**src/rtl/tc16_pkg.sv**
```systemverilog
package tc16_pkg;

    localparam int CNT_W  = 16;
    localparam int BUS_W  = 8;
    localparam int ADDR_W = 3;
    localparam int PRE_W  = 10;
    localparam int CS_W   = 3;

    localparam logic [ADDR_W-1:0] A_CNT_LO = 3'd0;
    localparam logic [ADDR_W-1:0] A_CNT_HI = 3'd1;
    localparam logic [ADDR_W-1:0] A_TOP_LO = 3'd2;
    localparam logic [ADDR_W-1:0] A_TOP_HI = 3'd3;
    localparam logic [ADDR_W-1:0] A_CTRL   = 3'd4;
    localparam logic [ADDR_W-1:0] A_STAT   = 3'd5;

    typedef enum logic [1:0] {
        MODE_NORMAL = 2'd0,
        MODE_CTC    = 2'd1,
        MODE_UPDN   = 2'd2,
        MODE_RSVD   = 2'd3
    } mode_e;

    typedef struct packed {
        logic            ie;
        logic [1:0]      spare;
        mode_e           mode;
        logic [CS_W-1:0] cs;
    } ctrl_t;

    // log2 of the tick divider for each active clock-select code
    function automatic int cs_shift(input int code);
        case (code)
            1:       return 0;
            2:       return 3;
            3:       return 6;
            4:       return 8;
            5:       return 10;
            default: return 0;
        endcase
    endfunction

    function automatic logic cs_active(input int code);
        return (code >= 1) && (code <= 5);
    endfunction

endpackage

```
**src/rtl/tc16_prescale.sv**
```systemverilog
module tc16_prescale
    import tc16_pkg::*;
#(
    parameter int PW  = PRE_W,
    parameter int CSW = CS_W
) (
    input  logic           clk,
    input  logic           rst,
    input  logic [CSW-1:0] cs,
    output logic           tick
);
    localparam int NSEL = 1 << CSW;

    logic [PW-1:0]   presc_q;
    logic [NSEL-1:0] opt;

    always_ff @(posedge clk) begin
        if (rst) presc_q <= '0;
        else     presc_q <= presc_q + {{(PW-1){1'b0}}, 1'b1};
    end

    // one tick candidate per select code; unused codes never tick
    for (genvar g = 0; g < NSEL; g++) begin : g_sel
        if (cs_active(g)) begin : g_on
            localparam logic [PW-1:0] MASK = PW'((1 << cs_shift(g)) - 1);
            assign opt[g] = ((presc_q & MASK) == MASK);
        end else begin : g_off
            assign opt[g] = 1'b0;
        end
    end

    assign tick = opt[cs];

endmodule

```
**src/rtl/tc16_core.sv**
```systemverilog
module tc16_core
    import tc16_pkg::*;
#(
    parameter int CW = CNT_W
) (
    input  logic          clk,
    input  logic          rst,
    input  logic          tick,
    input  mode_e         mode,
    input  logic [CW-1:0] top,
    input  logic          load,
    input  logic [CW-1:0] load_val,
    input  logic          ovf_clr,
    output logic [CW-1:0] cnt,
    output logic          flag
);
    localparam logic [CW-1:0] ONE = {{(CW-1){1'b0}}, 1'b1};

    logic [CW-1:0] cnt_q, cnt_nx;
    logic          dn_q, dn_nx;
    logic          hit;
    logic          flag_q;

    always_comb begin
        cnt_nx = cnt_q;
        dn_nx  = dn_q;
        hit    = 1'b0;
        if (mode != MODE_UPDN) dn_nx = 1'b0;
        if (tick) begin
            case (mode)
                MODE_CTC: begin
                    if (cnt_q == top) begin
                        cnt_nx = '0;
                        hit    = 1'b1;
                    end else begin
                        cnt_nx = cnt_q + ONE;
                    end
                end
                MODE_UPDN: begin
                    if (!dn_q) begin
                        if (cnt_q < top) begin
                            cnt_nx = cnt_q + ONE;
                        end else if (cnt_q != '0) begin
                            cnt_nx = cnt_q - ONE;
                            if (cnt_q == ONE) hit   = 1'b1;
                            else              dn_nx = 1'b1;
                        end
                    end else begin
                        if (cnt_q == '0) begin
                            dn_nx = 1'b0;
                        end else begin
                            cnt_nx = cnt_q - ONE;
                            if (cnt_q == ONE) begin
                                hit   = 1'b1;
                                dn_nx = 1'b0;
                            end
                        end
                    end
                end
                default: begin
                    cnt_nx = cnt_q + ONE;
                    hit    = (cnt_q == '1);
                end
            endcase
        end
        // a bus load overrides any count step on the same edge
        if (load) begin
            cnt_nx = load_val;
            hit    = 1'b0;
        end
    end

    always_ff @(posedge clk) begin
        if (rst) begin
            cnt_q  <= '0;
            dn_q   <= 1'b0;
            flag_q <= 1'b0;
        end else begin
            cnt_q  <= cnt_nx;
            dn_q   <= dn_nx;
            flag_q <= hit | (flag_q & ~ovf_clr);
        end
    end

    assign cnt  = cnt_q;
    assign flag = flag_q;

endmodule

```
**src/rtl/tc16_regs.sv**
```systemverilog
module tc16_regs
    import tc16_pkg::*;
#(
    parameter int CW = CNT_W,
    parameter int DW = BUS_W,
    parameter int AW = ADDR_W
) (
    input  logic          clk,
    input  logic          rst,
    input  logic [AW-1:0] addr,
    input  logic          wr_en,
    input  logic          rd_en,
    input  logic [DW-1:0] wdata,
    input  logic [CW-1:0] cnt,
    input  logic          flag,
    output logic [DW-1:0] rdata,
    output ctrl_t         ctrl,
    output logic [CW-1:0] top,
    output logic [DW-1:0] temp_cnt,
    output logic          load,
    output logic [CW-1:0] load_val,
    output logic          ovf_clr
);
    logic [DW-1:0] temp_cnt_q, temp_top_q;
    logic [CW-1:0] top_q;
    ctrl_t         ctrl_q;

    logic wr_cnt_hi, wr_top_lo, wr_top_hi, wr_ctrl, rd_cnt_lo, rd_top_lo;

    assign wr_cnt_hi = wr_en && (addr == A_CNT_HI);
    assign wr_top_lo = wr_en && (addr == A_TOP_LO);
    assign wr_top_hi = wr_en && (addr == A_TOP_HI);
    assign wr_ctrl   = wr_en && (addr == A_CTRL);
    assign rd_cnt_lo = rd_en && (addr == A_CNT_LO);
    assign rd_top_lo = rd_en && (addr == A_TOP_LO);

    always_ff @(posedge clk) begin
        if (rst) begin
            temp_cnt_q <= '0;
            temp_top_q <= '0;
            top_q      <= '1;
            ctrl_q     <= '0;
        end else begin
            if (wr_cnt_hi)      temp_cnt_q <= wdata;
            else if (rd_cnt_lo) temp_cnt_q <= cnt[CW-1:CW-DW];

            if (wr_top_hi)      temp_top_q <= wdata;
            else if (rd_top_lo) temp_top_q <= top_q[CW-1:CW-DW];

            if (wr_top_lo) top_q <= {temp_top_q, wdata};

            if (wr_ctrl) begin
                ctrl_q.ie    <= wdata[7];
                ctrl_q.spare <= 2'b00;
                ctrl_q.mode  <= mode_e'(wdata[4:3]);
                ctrl_q.cs    <= wdata[2:0];
            end
        end
    end

    always_comb begin
        case (addr)
            A_CNT_LO: rdata = cnt[DW-1:0];
            A_CNT_HI: rdata = temp_cnt_q;
            A_TOP_LO: rdata = top_q[DW-1:0];
            A_TOP_HI: rdata = temp_top_q;
            A_CTRL:   rdata = ctrl_q;
            A_STAT:   rdata = {{(DW-1){1'b0}}, flag};
            default:  rdata = '0;
        endcase
    end

    assign load     = wr_en && (addr == A_CNT_LO);
    assign load_val = {temp_cnt_q, wdata};
    assign ovf_clr  = wr_en && (addr == A_STAT) && wdata[0];
    assign ctrl     = ctrl_q;
    assign top      = top_q;
    assign temp_cnt = temp_cnt_q;

endmodule

```
**src/rtl/tick_counter16.sv**
```systemverilog
module tick_counter16
    import tc16_pkg::*;
#(
    parameter int CW = CNT_W,
    parameter int DW = BUS_W,
    parameter int AW = ADDR_W,
    parameter int PW = PRE_W
) (
    input  logic          clk,
    input  logic          rst,
    input  logic [AW-1:0] addr,
    input  logic          wr_en,
    input  logic          rd_en,
    input  logic [DW-1:0] wdata,
    output logic [DW-1:0] rdata,
    output logic          irq
);
    ctrl_t         ctrl_q;
    logic          tick;
    logic [CW-1:0] cnt_q;
    logic [CW-1:0] top_q;
    logic [CW-1:0] load_val;
    logic [DW-1:0] temp_cnt;
    logic          load;
    logic          ovf_clr;
    logic          flag_q;

    tc16_prescale #(.PW(PW), .CSW(CS_W)) u_presc (
        .clk  (clk),
        .rst  (rst),
        .cs   (ctrl_q.cs),
        .tick (tick)
    );

    tc16_regs #(.CW(CW), .DW(DW), .AW(AW)) u_regs (
        .clk      (clk),
        .rst      (rst),
        .addr     (addr),
        .wr_en    (wr_en),
        .rd_en    (rd_en),
        .wdata    (wdata),
        .cnt      (cnt_q),
        .flag     (flag_q),
        .rdata    (rdata),
        .ctrl     (ctrl_q),
        .top      (top_q),
        .temp_cnt (temp_cnt),
        .load     (load),
        .load_val (load_val),
        .ovf_clr  (ovf_clr)
    );

    tc16_core #(.CW(CW)) u_core (
        .clk      (clk),
        .rst      (rst),
        .tick     (tick),
        .mode     (ctrl_q.mode),
        .top      (top_q),
        .load     (load),
        .load_val (load_val),
        .ovf_clr  (ovf_clr),
        .cnt      (cnt_q),
        .flag     (flag_q)
    );

    assign irq = flag_q & ctrl_q.ie;

endmodule

```
**config.mk**
```make
export PLATFORM = sky130hd
export DESIGN_NAME = tick_counter16
export DESIGN_NICKNAME = d
export VERILOG_FILES = /design/src/rtl/tc16_pkg.sv /design/src/rtl/tc16_prescale.sv /design/src/rtl/tc16_core.sv /design/src/rtl/tc16_regs.sv /design/src/rtl/tick_counter16.sv
export SDC_FILE = /design/constraint.sdc
export NUM_CORES = 1
export LEC_CHECK = 0
export BUFFER_PORTS_ARGS = -buffer_cell sky130_fd_sc_hd__buf_2
export CAP_MARGIN = 30
export CORE_MARGIN = 3
export CORE_UTILIZATION = 39
export CTS_CLUSTER_DIAMETER = 200
export DETAILED_ROUTE_END_ITERATION = 10
export PLACE_DENSITY_LB_ADDON = 0.05
export SYNTH_ARGS = -nofsm -noshare
export SYNTH_HDL_FRONTEND = slang
export SYNTH_HIERARCHICAL = 1
export SYNTH_SLANG_ARGS = --single-unit
```
**constraint.sdc**
```tcl
create_clock -name clk -period 2.5 [get_ports clk]
set_input_delay 0.5 -clock clk [delete_from_list [all_inputs] [get_ports clk]]
set_output_delay 0.5 -clock clk [all_outputs]
set_load 0.02 [all_outputs]
```
==> summary.txt <==
Layout
  – Syn-to-layout area delta: 30.8%
  – Share of cells above drive strength 1: 35.3%
  – Ant. Diodes: 0
  – Layout fillers: 1084
  – Sequential Area: 0.00134 mm2
  – Final nets: 658
  – Final Util: 53.6%
  – Multi-input gate area: 0.00316 mm2

Critical path
  – Crit start category: flip-flop
  – Arrival time worst endpoint: 2.87 ns
  – Worst Reg-to-Reg Cells: 10
  – R2R Setup Slk: -0.11 ns
  – CP cell instances: inv_2 -> ha_4 -> a211oi_2 -> o22ai_2 -> a211o_1 -> o31a_1 -> a21o_1 -> buf_4 -> a2111o_1 -> a41oi_2
  – Max stage delay on crit path: 0.36 ns
  – Critical Path RT: 2.76 ns
  – Crit. End Element: flip-flop
  – Reg2reg end: u_core/cnt[14]
  – Max stage delay cell, worst path: o31a_1
  – Worst r2r src: u_regs/top[13]
  – Largest fanout on the critical path: 9
  – Critical setup path kind: flip-flop to flip-flop

Hold path
  – Worst Hold Class: input port to flip-flop
  – Min-Delay Path Depth: 2
  – Worst hold endpoint: u_regs/top[6]
  – Hold Startpoint: wdata[6]

Drt
  – Vias per inst: 6.06
  – Remaining DRCs: 0
  – Antenna-violating nets left: 0
  – 1st-iter DRT viols: 334
  – Post-DR wirelength/cell: 21.3 um
  – DRT Wirelength: 16300 um
  – Total number of vias: 4631
  – Drt pass-1 iters: 5

Global route
  – First-pass GRT wire length: 25400 um
  – Antenna violations before repair: 0
  – Largest net degree at the start of global routing: 33
  – GR Overflow Total: 0
  – Gr usage total: 25.7%
  – Number of global-route vias before repair: 4449

STA
  – Max Freq: 0.384 GHz
  – Final Setup Violations: 10
  – Final hold viol count: 0
  – Max-Slew Margin vs Limit: 54.1%
  – Final Max Tran Viols: 0
  – Worst slew pin tran: 0.685 ns
  – Final period utilization: 104%
  – Period minus WS final: 2.61 ns
  – Setup ws final: -0.107 ns
  – RSZ-0062 raised after global routing: true
  – Worst clock skew: 0.00682 ns

Power and ir drop
  – Power Total: 0.00307 W
  – Leakage power: 2.29 nW
  – Worst vdd ir: 0.464 mV
  – Power per cell area: 515 mW/mm2

Synth
  – Post-Synthesis Cells: 541
  – Synthesized area: 0.00456 mm2
  – Yosys warning count: 6
  – Post-Syn Nets: 580
  – Post-Syn Area per Cell: 8.42 um2

Clocking
  – Clock buffer depth: 2
  – CTS tree: yes
  – Clk slew on worst S/H paths: 0.05 ns
  – H-tree levels: 3
  – Clk root buf: clkbuf_16
  – Clock tree sinks: 66
  – CTS Buf Count: 9
  – Skew-Pair Late Insertion Delay: 0.35 ns

Place
  – Gpl congestion: 0.886
  – Number of port buffers: 23
  – Detail Placement HPWL: 11800 um

Floorplanning
  – Die W: 114 um
  – Top Ports: 24
  – # rows: 38
  – Die Y-Extent: 114 um
  – Core Area: 0.0111 mm2
  – Initial Utilization: 41.0%
  – Die area: 0.0130 mm2

Flow run
  – Max Cap Viol: 0

Status
  – Failing checks: negative setup slack
  – Run status: finished, violations left
[state kept, by name, indices dropped and copies added, names as in the netlist]
signal             flops
u_regs/ctrl            6
u_core/cnt            16
u_regs/top            16
u_regs/temp_cnt        8
u_core/dn_q            1
u_presc/presc_q       10
u_core/flag            1
u_regs/temp_top_q      8
[critical path, delay by kind of cell, from the launching register on]
family          cells  cell delay [ns]
buf+inv             2             0.23
compound gates      7             1.75
flops               1             0.33
fa+ha+maj           1             0.22
[metrics by stage]
| stage | setup TNS [ns] | cell area [um2] | cells | hold slack, ns | setup slack [ns] |
|---|---|---|---|---|---|
| 3_5_place_dp | -1.44 | 5190 | 738 | 0.459 | -0.275 |
| 3_3_place_gp | -1.12 | 5190 | 738 | 0.445 | -0.234 |
| 6_report | -0.419 | 5960 | 764 | 0.451 | -0.107 |
| 4_1_cts | -0.141 | 5710 | 757 | 0.436 | -0.0687 |
| 5_1_grt | -1.42 | 5960 | 764 | 0.469 | -0.161 |
| 2_1_floorplan | 0 | 4560 | 541 | 0.429 | 0.0188 |
[layout make-up]
cell class | instances | area share, %
clock buffers | 12 | 4.30
well taps | 140 | 2.94
repair buffers | 113 | 13.8
multi-input cells | 393 | 53.0
clock inverters | 4 | 1.24
inverters | 36 | 2.27
flip-flops and latches | 66 | 22.5
[cell usage in the layout, fill, tap and decap left out, types with 12 or more instances in the layout]
cell     count
a211o_1     18
buf_4       84
ha_1        12
ha_4        12
a21oi_1     36
nand3_1     19
nor2b_1     23
dfxtp_1     51
a22oi_1     18
buf_2       23
inv_1       29
dfxtp_2     15
nand2_1     27
o21ai_0     32
nor2_1      28
[metal layers]
| metal | global-route usage, % | part of all wire (%) | wire, um |
|---|---|---|---|
| met5 | 0 | 0 | 0 |
| met3 | 4.23 | 5.3 | 868 |
| met4 | 11.2 | 3.4 | 559 |
| met1 | 34.4 | 44 | 7150 |
| met2 | 41.0 | 47 | 7680 |
[where the power goes]
group          total (W)  switching (W)  internal, W
clock network    0.00142       0.000490     0.000928
logic           0.000537       0.000301     0.000235
registers        0.00112      0.0000296      0.00109
total            0.00307       0.000821      0.00225
[worst max path at each step]
| stage | from | to | depth (start not counted) |
|---|---|---|---|
| floorplan | u_core/cnt[0] | u_core/cnt[13] | 9 |
| global placement | u_regs/top[7] | u_core/cnt[14] | 10 |
| detailed placement | u_regs/top[7] | u_core/cnt[14] | 10 |
| CTS | u_regs/top[14] | u_core/cnt[14] | 9 |
| global route | u_regs/top[13] | u_core/cnt[14] | 10 |
| finish | u_regs/top[13] | u_core/cnt[14] | 10 |
[what timing repair did]
item / CTS / global route
endpoints found under the hold margin: 0 / 0
hold buffers: 0 / 0
pin swaps: 20 / 18
gates cloned: 1 / 0
setup endpoints to repair: 13 / 17
resized for setup: 34 / 44
setup buffers: 3 / 7
Note: power is estimated with default switching activity, not from simulation.
